$ cat src/rtl/fbr_pkg.sv
package fbr_pkg;

  typedef enum logic [2:0] {
    ST_IDLE,
    ST_GAP,
    ST_SETUP,
    ST_HIGH,
    ST_LOW,
    ST_FIN
  } fbr_state_e;

  localparam int unsigned NUM_PRE    = 4;
  localparam int unsigned GAP_HALVES = 8;
  localparam logic [7:0]  READ_CMD   = 8'h03;

  // recovery frame clock counts: 2, 4, 8, 16
  function automatic int pre_clocks(input int idx);
    return 2 << idx;
  endfunction

endpackage

$ cat src/rtl/fbr_tick.sv
module fbr_tick #(
  parameter int unsigned DIV_W = 8
) (
  input  logic             clk,
  input  logic             rst_n,
  input  logic             en,
  input  logic [DIV_W-1:0] div,
  output logic             tick
);
  logic [DIV_W-1:0] cnt;

  assign tick = en && (cnt == div);

  always_ff @(posedge clk or negedge rst_n) begin
    if (!rst_n)            cnt <= '0;
    else if (!en || tick)  cnt <= '0;
    else                   cnt <= cnt + 1'b1;
  end
endmodule

$ cat src/rtl/fbr_rxbyte.sv
module fbr_rxbyte (
  input  logic       clk,
  input  logic       rst_n,
  input  logic       sample,
  input  logic       din,
  input  logic       push,
  output logic [7:0] data,
  output logic       valid,
  input  logic       ready
);
  logic [7:0] sh;

  always_ff @(posedge clk or negedge rst_n) begin
    if (!rst_n) begin
      sh    <= '0;
      data  <= '0;
      valid <= 1'b0;
    end else begin
      if (sample) sh <= {sh[6:0], din};
      if (push) begin
        data  <= sh;
        valid <= 1'b1;
      end else if (ready) begin
        valid <= 1'b0;
      end
    end
  end
endmodule

$ cat src/rtl/flash_boot_reader.sv
module flash_boot_reader
  import fbr_pkg::*;
#(
  parameter int unsigned ADDR_W = 24,
  parameter int unsigned LEN_W  = 16,
  parameter int unsigned DIV_W  = 8
) (
  input  logic              clk,
  input  logic              rst_n,
  input  logic              start,
  input  logic [ADDR_W-1:0] start_addr,
  input  logic [LEN_W-1:0]  byte_len,
  input  logic [DIV_W-1:0]  clk_div,
  output logic              busy,
  output logic              done,
  output logic              sclk,
  output logic              cs_n,
  output logic [3:0]        sio_out,
  output logic [3:0]        sio_oe,
  input  logic [3:0]        sio_in,
  output logic [7:0]        out_data,
  output logic              out_valid,
  input  logic              out_ready
);
  localparam int unsigned CMD_BITS = 8 + ADDR_W;
  localparam int unsigned CNT_W    = $clog2(CMD_BITS + 1);
  localparam int unsigned IDX_W    = $clog2(NUM_PRE);
  localparam int unsigned GAP_W    = $clog2(GAP_HALVES);

  function automatic logic [CMD_BITS-1:0] read_word(input logic [ADDR_W-1:0] a);
    return {READ_CMD, a};
  endfunction

  fbr_state_e          st;
  logic [IDX_W-1:0]    idx;
  logic [CNT_W-1:0]    clk_cnt;
  logic [GAP_W-1:0]    gap_cnt;
  logic [2:0]          bit_cnt;
  logic [LEN_W-1:0]    bytes_left, len_r;
  logic [ADDR_W-1:0]   addr_r;
  logic [DIV_W-1:0]    div_r;
  logic [CMD_BITS-1:0] tx_sh;
  logic                in_data, read_ph;

  // named internal events
  logic tick, stall, rise_ev, fall_ev, push;
  logic unused_pins;

  assign unused_pins = ^{sio_in[3:2], sio_in[0]};
  assign busy    = (st != ST_IDLE);
  assign stall   = (st == ST_LOW) && in_data && (bit_cnt == 3'd0) && out_valid && !out_ready;
  assign rise_ev = tick && ((st == ST_SETUP) || ((st == ST_LOW) && !stall));
  assign fall_ev = tick && (st == ST_HIGH);
  assign push    = fall_ev && in_data && (bit_cnt == 3'd7);

  assign sio_out = read_ph ? {3'b111, tx_sh[CMD_BITS-1]} : 4'hF;
  assign sio_oe  = !busy ? 4'h0 : (read_ph ? 4'b0001 : 4'hF);

  fbr_tick #(.DIV_W(DIV_W)) u_tick (
    .clk  (clk),
    .rst_n(rst_n),
    .en   (busy && (st != ST_FIN)),
    .div  (div_r),
    .tick (tick)
  );

  fbr_rxbyte u_rx (
    .clk   (clk),
    .rst_n (rst_n),
    .sample(rise_ev && in_data),
    .din   (sio_in[1]),
    .push  (push),
    .data  (out_data),
    .valid (out_valid),
    .ready (out_ready)
  );

  always_ff @(posedge clk or negedge rst_n) begin
    if (!rst_n) begin
      st <= ST_IDLE; cs_n <= 1'b1; sclk <= 1'b0; idx <= '0; clk_cnt <= '0;
      gap_cnt <= '0; bit_cnt <= '0; bytes_left <= '0; len_r <= '0;
      addr_r <= '0; div_r <= '0; tx_sh <= '0; in_data <= 1'b0;
      read_ph <= 1'b0; done <= 1'b0;
    end else begin
      done <= 1'b0;
      if (rise_ev) begin
        sclk <= 1'b1;
        st   <= ST_HIGH;
        if (!in_data) clk_cnt <= clk_cnt + 1'b1;
      end
      unique case (st)
        ST_IDLE: if (start) begin
          addr_r  <= start_addr;
          len_r   <= byte_len;
          div_r   <= clk_div;
          idx     <= '0;
          gap_cnt <= '0;
          read_ph <= 1'b0;
          st      <= ST_GAP;
        end
        ST_GAP: if (tick) begin
          if (int'(gap_cnt) == GAP_HALVES - 1) begin
            gap_cnt <= '0;
            if (read_ph && (len_r == '0)) begin
              st <= ST_FIN;
            end else begin
              cs_n       <= 1'b0;
              clk_cnt    <= '0;
              in_data    <= 1'b0;
              bit_cnt    <= '0;
              bytes_left <= len_r;
              st         <= ST_SETUP;
            end
          end else begin
            gap_cnt <= gap_cnt + 1'b1;
          end
        end
        ST_HIGH: if (tick) begin
          sclk <= 1'b0;
          st   <= ST_LOW;
          if (!read_ph) begin
            if (int'(clk_cnt) == pre_clocks(int'(idx))) begin
              cs_n <= 1'b1;
              st   <= ST_GAP;
              if (int'(idx) == NUM_PRE - 1) begin
                read_ph <= 1'b1;
                tx_sh   <= read_word(addr_r);
              end else begin
                idx <= idx + 1'b1;
              end
            end
          end else if (!in_data) begin
            tx_sh <= {tx_sh[CMD_BITS-2:0], 1'b0};
            if (int'(clk_cnt) == CMD_BITS) in_data <= 1'b1;
          end else begin
            bit_cnt <= bit_cnt + 1'b1;
            if (bit_cnt == 3'd7) begin
              bytes_left <= bytes_left - 1'b1;
              if (bytes_left == 1) begin
                cs_n <= 1'b1;
                st   <= ST_FIN;
              end
            end
          end
        end
        ST_FIN: if (!out_valid) begin
          done    <= 1'b1;
          read_ph <= 1'b0;
          st      <= ST_IDLE;
        end
        default: ;
      endcase
    end
  end
endmodule

$ cat config.mk
export PLATFORM = sky130hd
export DESIGN_NAME = flash_boot_reader
export DESIGN_NICKNAME = d
export VERILOG_FILES = /design/src/rtl/fbr_pkg.sv /design/src/rtl/fbr_tick.sv /design/src/rtl/fbr_rxbyte.sv /design/src/rtl/flash_boot_reader.sv
export SDC_FILE = /design/constraint.sdc
export NUM_CORES = 1
export LEC_CHECK = 0
export BUFFER_PORTS_ARGS = -buffer_cell sky130_fd_sc_hd__buf_2
export CAP_MARGIN = 20
export CORE_UTILIZATION = 60
export DETAILED_ROUTE_END_ITERATION = 7
export PLACE_DENSITY_LB_ADDON = 0.3
export SETUP_SLACK_MARGIN = 0.4
export SKIP_LAST_GASP = 1
export SYNTH_ARGS = -nofsm -noshare
export SYNTH_HDL_FRONTEND = slang
export SYNTH_SLANG_ARGS = --single-unit
$ cat constraint.sdc
create_clock -name clk -period 4.6 [get_ports clk]
set_input_delay 0.23 -clock clk [delete_from_list [all_inputs] [get_ports clk]]
set_output_delay 0.23 -clock clk [all_outputs]
set_load 0.005 [all_outputs]
Yosys cells after proc, flatten, opt, wreduce, memory -nomap -nowiden --
Index checks and enable logic that the tools add are counted.
Cells by class: $add $sub $neg 6, eq/ne operators 30, shift operators 1, mux-type cells 81, reductions and logical operators 38
Operators with widths (count):
- 32-bit 2-to-1 mux | 4
- 16-bit 2-to-1 mux | 7
- 3-bit 2-to-1 mux | 18
- 6-bit 2-to-1 mux | 6
- 7-bit by 32-bit == test with 1-bit output | 1
- 16-bit one-hot mux with 2 select lines | 1
- 2-bit by 2-bit left shift with 32-bit output (first input constant) | 1
- 1-bit 2-to-1 mux | 30
- 2-bit inequality test (second input constant) | 11
- 16-bit by 1-bit == test with 1-bit output (second input constant) | 1
- 16-bit zero test | 1
- 16-bit by 1-bit subtractor with 16-bit output (second input constant) | 1
- 1-bit logical AND | 13
- 3-bit == test (second input constant) | 4
- 3-bit one-hot mux with 2 select lines | 2
- 3-bit one-hot mux with 4 select lines | 1
- 6-bit AND reduction | 2
- 2-bit nonzero test | 6
- 2-bit 2-to-1 mux | 5
- 3-bit by 2-bit inequality test with 1-bit output (second input constant) | 3
- 9-bit AND reduction | 1
- 8-bit by 1-bit adder with 8-bit output (second input constant) | 1
- 8-bit == test | 1
- 4-bit 2-to-1 mux | 2
- 23 further kinds | 33
Storage, ports and cells: bits in registers 143, input port bits 56, output and inout port bits 21, logic and storage cells 175

Depth between registers and ports, before layout --
Gate-level depths: netlist of the first run.
word-level depth 14, mapped depth 8, mapped depth without buffers 7

Modules after synthesis --
From an unflattened synthesis of the first run, not the netlist that was laid out.
Unflattened totals: cell total of the unflattened synthesis 740, area, all modules 7170.6 µm²
By module, submodules not included:
- flash_boot_reader | times used 1, cells each 657, area an instance 5969.5 µm², seq. area each 2954.1 µm²
- fbr_rxbyte | times used 1, cells each 37, area an instance 700.7 µm², seq. area each 425.4 µm²
- fbr_tick | times used 1, cells each 46, area an instance 500.5 µm², seq. area each 200.2 µm²

Least setup slack after synthesis of the first run --
Ideal clock, no wire load.
path type register to register, from register idx[0], to register tx_sh[10], setup time 0.125 ns, data arrival time 2.126 ns, required time 4.475 ns, setup slack 2.349 ns, stages on the path, launching flop included 9, buffers on the path 1, cell sequence dfrtp_1 > inv_1 > ha_1 > xor2_1 > or4_1 > mux2i_1 > nand3_2 > buf_6 > mux2_4
Between the ends: word-level cells in the longest chain between the ends 4, elaborated cells between the ends (all ways) 6, those cells by class eq/ne: 2; shift: 1; reduce/logical: 3
RTL lines:
- start, declared | line flash_boot_reader.sv:35 | logic [IDX_W-1:0] idx;
- start signal, assigned | line flash_boot_reader.sv:129 | idx <= idx + 1'b1;
- 2-bit by 2-bit left shift with 32-bit output | line fbr_pkg.sv:18 | return 2 << idx;
- 7-bit by 32-bit == test with 1-bit output | line flash_boot_reader.sv:122 | if (int'(clk_cnt) == pre_clocks(int'(idx))) begin
- 2-bit nonzero test (no source line)
- 5-bit AND reduction (no source line) (*)
- end signal, assigned | line flash_boot_reader.sv:127 | tx_sh <= read_word(addr_r);
- end signal, assigned | line flash_boot_reader.sv:133 | tx_sh <= {tx_sh[CMD_BITS-2:0], 1'b0};
- end, declared | line flash_boot_reader.sv:42 | logic [CMD_BITS-1:0] tx_sh;
Mark *: on every way between the ends. The rest lies on a longest branch, timed or not. A chain may end at the register's enable or synchronous reset.

Final worst setup path of the first run --
from register st[0], to register u_rx.data[1]
Between the ends: word-level cells in the longest chain between the ends 6, elaborated cells between the ends (all ways) 8, those cells by class eq/ne: 2; reduce/logical: 6
RTL lines:
- start, declared | line flash_boot_reader.sv:34 | fbr_state_e st;
- start signal, assigned | line flash_boot_reader.sv:80 | st <= ST_IDLE; cs_n <= 1'b1; sclk <= 1'b0; idx <= '0; clk_cnt <= '0;
- start signal, assigned | line flash_boot_reader.sv:88 | st <= ST_HIGH;
- start signal, assigned | line flash_boot_reader.sv:99 | st <= ST_GAP;
- 3-bit inequality test or 3-bit nonzero test (tied branches) | line flash_boot_reader.sv:62, flash_boot_reader.sv:50
- 1-bit logical AND | line flash_boot_reader.sv:62 | .en (busy && (st != ST_FIN)),
- 1-bit logical AND | line fbr_tick.sv:12 | assign tick = en && (cnt == div);
- 1-bit logical AND (*) | line flash_boot_reader.sv:53 | assign fall_ev = tick && (st == ST_HIGH);
- 1-bit logical AND (*) (2 in series) | line flash_boot_reader.sv:54 | assign push = fall_ev && in_data && (bit_cnt == 3'd7);
- end signal, assigned | line fbr_rxbyte.sv:21 | data <= sh;
- end, declared | line fbr_rxbyte.sv:7 | output logic [7:0] data,
Marked as above.

==> results_dict.tcl, run 1 <==
set metrics [dict create \
    grt_pass1_vias 5670 \
    cap_violations 0 \
    antenna_left 0 \
    finalWirelength_um 15660 \
    hold_path.startpoint "clk_div[3]" \
    maxSlewViolCount 0 \
    vdd_drop_max_uv 335.0 \
    finalHoldViolations 0 \
    dominantRegCellSynth "dfrtp_1" \
    post-dp-hpwl_um 9443 \
    hp-class "in -> reg" \
    path_delay_family "simple AND/OR/NAND/NOR gates" \
    crit_path_max_incr_delay_ps 670 \
    dr.pass1.iters 7 \
    final_common_cell "nand2_1" \
    die_h_um 111.0 \
    synthArstFlopShare 1.000 \
    cts_made_buffers 17 \
    drive_gt1_frac 0.2416 \
    cp-startpoint "st[0]" \
    cts_root_buffer "clkbuf_16" \
    critPathRequiredTime_ps 4900 \
    final_core_util 0.7354 \
    ys_ff_latch 143 \
    syn_to_final_growth_pct 18.90 \
    slowest_stage "nand2_1" \
    leakagePower_nw 4.300 \
    tritoncts "built" \
    setup_tns_ps 0 \
    ys_seq_area_frac 0.5025 \
    n_antenna_cell 0 \
    slew_headroom 0.3470 \
    setup_viol_count_final 0 \
    finalCritPeriodShare 0.6093 \
    cts_setup_buffers 0 \
    p_per_area_nw_per_um2 436.8 \
    start_util 0.6185 \
    fmax_mhz 356.8 \
    layout.nets 856 \
    cts_buffer_depth 2 \
    cts.sinks 143 \
    synth_edf_count 0 \
    grt_max_degree 109 \
    post-route-drc-count 9 \
    syn_inst 699 \
    synth.avg_cell_area_um2 10.19 \
    yosysUniqueCellTypes 63 \
    start_kind "register" \
    port_buffers 70 \
    final_cell_mix "nand2_1 (176), dfrtp_1 (142), buf_2 (69), mux2_2 (43), nor2_1 (31)" \
    vias_per_cell 5.708 \
    fin_skew_ps 10.78 \
    violations "DRC" \
    htreeDepth 4 \
    syn_area_um2 7123 \
    drt_iter0_markers 347 \
    clkLatencyLatePin_ps 430 \
    route.vias.total 5377 \
    crit_buf_inv 0 \
    grt_pass1_wl_um 26830 \
    core_area_um2 11520 \
    period_needed_ps 2803 \
    cp_max_fo 26 \
    rows 39 \
    endpoint_kind "register" \
    grt_antenna_before_repair 0 \
    die_area_um2 12310 \
    tightest_slew_ps 979.5 \
    ios 77 \
    total_power_mw 3.699 \
    routedWlPerCell_um 16.63 \
    path_class "reg -> reg" \
    cp.arrival_ps 3100 \
    grt_setup_unrepaired "false" \
    worstPathCellList "nor2b_1, nand2_1, nor3_4, mux2_2" \
    status "finished, violations left" \
    r2r_start "st[0]" \
    yosysWarnings 0 \
    grt_use_total 0.2783 \
    clkSlewWorstSetupHoldPaths_ps 60 \
    gp_congestion 0.8923 \
    cts_resized 0 \
    hold_buffers 29 \
    fp.dieW_um 111.0 \
    nFillCells 799 \
    grt-ovfl-total 0 \
]
synthesized netlist by cell type, types with 3 or more instances:
master | number | share of area
nand2_1 | 176 | 0.093
dfrtp_1 | 142 | 0.50
mux2_2 | 43 | 0.068
nor2_1 | 31 | 0.016
mux2_4 | 23 | 0.048
clkbuf_1 | 22 | 0.012
inv_1 | 20 | 0.011
xor2_1 | 19 | 0.023
o21ai_0 | 17 | 0.012
a21oi_1 | 16 | 0.011
nand3_1 | 16 | 0.011
ha_1 | 14 | 0.025
nor3_1 | 14 | 0.0098
mux2i_1 | 12 | 0.017
o31ai_1 | 10 | 0.011
nand4_1 | 9 | 0.0079
buf_2 | 8 | 0.0056
buf_4 | 7 | 0.0074
nor4_1 | 7 | 0.0061
a31oi_1 | 6 | 0.0053
and3_1 | 5 | 0.0044
nand2b_1 | 5 | 0.0044
nor3b_1 | 5 | 0.0053
or4_1 | 5 | 0.0053
and2_1 | 4 | 0.0035
xnor2_1 | 4 | 0.0049
buf_6 | 3 | 0.0047
nor2b_1 | 3 | 0.0026
o21ai_1 | 3 | 0.0021
o22ai_1 | 3 | 0.0026
or2_2 | 3 | 0.0026
or3_1 | 3 | 0.0026
layout make-up:
type / instances / area, um2 / share of cell area
Sequential cell: 143 / 3580 / 0.4227
Multi-Input combinational cell: 496 / 3267 / 0.3857
Timing Repair Buffer: 108 / 714.4 / 0.08436
Clock buffer: 20 / 446.7 / 0.05274
Clock inverter: 12 / 207.7 / 0.02452
Tap cell: 143 / 178.9 / 0.02113
Inverter: 20 / 75.07 / 0.008864
power breakdown:
part | leakage, nW | internal, mW | switching (mW)
sequential | 1.91 | 1.45 | 0.160
combinational | 2.08 | 0.261 | 0.312
clock | 0.307 | 0.981 | 0.534
metrics by stage:
stage,cells,instance area (um2),hold WS [ps],worst slack [ps]
final,942,8469,7.395,1797
after CTS,942,8469,0.2230,1831
after global placement,881,7525,419.6,1942
after global routing,942,8469,12.71,1544
after floorplan,701,7131,-65.59,2349
after detailed placement,881,7525,411.9,1833
worst register-to-register path, cell delays in order (launching register included):
cell,delay [ps]
dfrtp_1,500
nor2b_1,500
nand2_1,670
nor3_4,620
mux2_2,390
kinds of logic after synthesis:
group,count (synthesis),synth area share
xor+xnor,23,0.02828
buf+inv,62,0.04093
fa+ha+maj,14,0.02459
compound gates,73,0.06482
other cells,1,0.0005265
simple gates,305,0.2050
flops,143,0.5025
mux,78,0.1333
path summary, 6_finish.rpt:
check	endpoint	slack, ps	depth (start not counted)
max reg2reg	u_rx.data[1]	1800	4
min	div_r[3]	7	3
min in group asynchronous	u_rx.sh[4]	480	2
min reg2reg	addr_r[14]	470	2
max	u_rx.data[1]	1800	4
max in group asynchronous	cs_n	3000	3
per-layer routing:
| metal | track usage | wire length [um] |
|---|---|---|
| met5 | 0 | 0 |
| met4 | 0.1160 | 390 |
| met3 | 0.06124 | 716 |
| met1 | 0.3430 | 6613 |
| met2 | 0.4742 | 7943 |
sequential cells by signal, summed over array words and instances, names as in the netlist, 2 cells and up:
signal	cells
clk_cnt	6
len_r	16
u_rx.data	8
bit_cnt	3
u_rx.sh	8
tx_sh	32
idx	2
st	3
bytes_left	16
addr_r	24
gap_cnt	3
u_tick.cnt	8
div_r	8
(Power assumes the default switching activity.)
==> run 2, diff against run 1 <==
--- a/config.mk
+++ b/config.mk
@@ -7,7 +7,7 @@
 export LEC_CHECK = 0
 export BUFFER_PORTS_ARGS = -buffer_cell sky130_fd_sc_hd__buf_2
 export CAP_MARGIN = 20
-export CORE_UTILIZATION = 60
+export CORE_UTILIZATION = 59
 export DETAILED_ROUTE_END_ITERATION = 7
 export PLACE_DENSITY_LB_ADDON = 0.3
 export SETUP_SLACK_MARGIN = 0.4
==> constraint.sdc (replaced) <==
create_clock -name clk -period 2.9 [get_ports clk]
set_input_delay 0.145 -clock clk [delete_from_list [all_inputs] [get_ports clk]]
set_output_delay 0.145 -clock clk [all_outputs]
set_load 0.005 [all_outputs]
==> run 2 against run 1 <==
Net effect: the flow still finishes with violations (DRC); highest routed layer unchanged; cell area grew 4.0%; sequential cell count is the same; sequential power grew 59%; core utilization grew 2.3 points; largest power group unchanged; fmax grew 13%; combinational power grew 68%; largest cell class unchanged.
==> results_dict.tcl, run 2 (synthesis results as in run 1) <==
set metrics [dict create \
    largest_register_ffs 32 \
    port_buffers 70 \
    ios 77 \
    finalWirelength_um 17010 \
    critPathRequiredTime_ps 3210 \
    setup_viol_count_final 0 \
    post-route-drc-count 2 \
    leakagePower_nw 4.461 \
    htreeDepth 4 \
    p_per_area_nw_per_um2 653.8 \
    cts_root_buffer "clkbuf_16" \
    post-dp-hpwl_um 9856 \
    endpoint_kind "register" \
    layout.nets 886 \
    tritoncts "built" \
    grt-ovfl-total 0 \
    clkLatencyLatePin_ps 430 \
    slew_headroom 0.5328 \
    cp_max_fo 8 \
    met1_usage 0.3533 \
    crit_path_max_incr_delay_ps 560 \
    die_h_um 111.9 \
    slowest_stage "or4_4" \
    path_class "reg -> reg" \
    grt_max_degree 74 \
    status "finished, violations left" \
    largest-register "tx_sh" \
    die_area_um2 12520 \
    finalCritPeriodShare 0.8565 \
    r2r-end "tx_sh[9]" \
    maxSlewViolCount 0 \
    worstPathCellList "inv_1, ha_1, xor2_1, or4_4, mux2i_2, nand3_4, clkbuf_16, mux2_4" \
    grt_use_total 0.2821 \
    r2r_slack_ps 420 \
    rows 39 \
    grt_pass1_vias 5775 \
    route.vias.total 5714 \
    cts_made_buffers 17 \
    endpoint "tx_sh[9]" \
    clkSlewWorstSetupHoldPaths_ps 60 \
    grt_pass1_wl_um 27500 \
    fin_skew_ps 9.993 \
    final_common_cell "nand2_1" \
    period_needed_ps 2484 \
    fmax_mhz 402.6 \
    r2r_start "idx[0]" \
    hp-class "in -> reg" \
    start_kind "register" \
    routedWlPerCell_um 17.48 \
    cp-startpoint "idx[0]" \
    drive_gt1_frac 0.2521 \
    syn_to_final_growth_pct 23.61 \
    core_area_um2 11610 \
    vdd_drop_max_uv 499.7 \
    violations "DRC" \
    holdPathStages 3 \
    cp.arrival_ps 2800 \
    reg2regPathDepth 8 \
    grt_antenna_before_repair 1 \
    cts.sinks 143 \
    met2_usage 0.4621 \
    grt_setup_unrepaired "true" \
    antenna_left 0 \
    gp_congestion 0.8752 \
    cts_buffer_depth 2 \
    dr.pass1.iters 7 \
    vias_per_cell 5.873 \
    tightest_slew_ps 697.1 \
    final_cell_mix "nand2_1 (175), dfrtp_1 (141), buf_2 (69), dlygate4sd3_1 (50), mux2_2 (43)" \
    total_power_mw 5.757 \
    start_util 0.6133 \
    setup_tns_ps 0 \
    cap_violations 0 \
    reg.largest.list "tx_sh x32, addr_r x24" \
    fp.dieW_um 111.9 \
    grtUsageMet3 0.05498 \
    finalHoldViolations 0 \
    grt.busiest_layer "met2" \
    drt_iter0_markers 395 \
]
## run 2: cell types whose count changed in the layout (fill, tap and decap cells not counted), sizes merged
| cell | previous run | this run |
|---|---|---|
| buf | 79 | 86 |
| bufinv | 5 | 3 |
| clkbuf | 20 | 21 |
| clkinv | 2 | 9 |
| clkinvlp | 3 | 1 |
| diode | 0 | 1 |
| dlygate4sd3 | 29 | 50 |
| inv | 22 | 20 |
## run 2: timing repair
item | in CTS | in global routing
endpoints found under the setup margin | 25 | 35
pin swaps | 0 | 1
endpoints found under the hold margin | 119 | 0
resized for setup | 1 | 10
buffers inserted | 0 | 2
hold buffers | 50 | 0
cloned | 0 | 3
## run 2: power breakdown
group,switching [mW],total (mW),internal [mW]
logic,0.520,0.960,0.439
clock network,0.864,2.24,1.38
registers,0.256,2.56,2.30
total,1.64,5.76,4.12
## run 2: how the worst min path moves through the flow
stage	startpoint	to	slack [ps]
2_1_floorplan	rst_n	addr_r[0]	-150
3_3_place_gp	rst_n	u_rx.data[3]	200
3_5_place_dp	rst_n	u_rx.data[3]	200
4_1_cts	out_ready	u_rx.valid	30
5_1_grt	out_ready	u_rx.valid	60
6_report	out_ready	u_rx.valid	40
## run 2: through the flow
stage	util	cell area, um2	setup slack, ps	cells	hold slack (ps)
4_1_cts	0.7476	8682	443.5	967	30.64
6_report	0.7581	8805	416.1	973	41.77
3_3_place_gp	0.6518	7570	455.8	885	197.1
5_1_grt	0.7581	8805	332.3	973	55.09
2_1_floorplan	-	7131	649.3	701	-150.6
3_5_place_dp	0.6518	7570	380.2	885	199.7
## run 2: routing by layer
metal | wire, um | vias up
met5 | 0 | -
met4 | 609 | 0
met3 | 1042 | 55
met2 | 8538 | 253
met1 | 6816 | 2782
li1 | - | 2624
## run 2: layout make-up
| cell class | count | area (um2) |
|---|---|---|
| Clock inverter | 13 | 165.2 |
| Sequential cell | 143 | 3581 |
| Inverter | 20 | 75.07 |
| Clock buffer | 19 | 442.9 |
| Fill cell | 723 | 2809 |
| Tap cell | 143 | 178.9 |
| Antenna cell | 1 | 2.502 |
| Multi-Input combinational cell | 496 | 3303 |
| Timing Repair Buffer | 138 | 1056 |
## run 2: worst max-delay path, delay by kind of cell, from the launching register on
family	cells	cell delay [ps]
buffers and inverters	2	310
and+or+nand+nor	2	730
xor gates and xnor gates	1	170
muxes	2	540
adders and majority gates	1	200
DFF	1	400
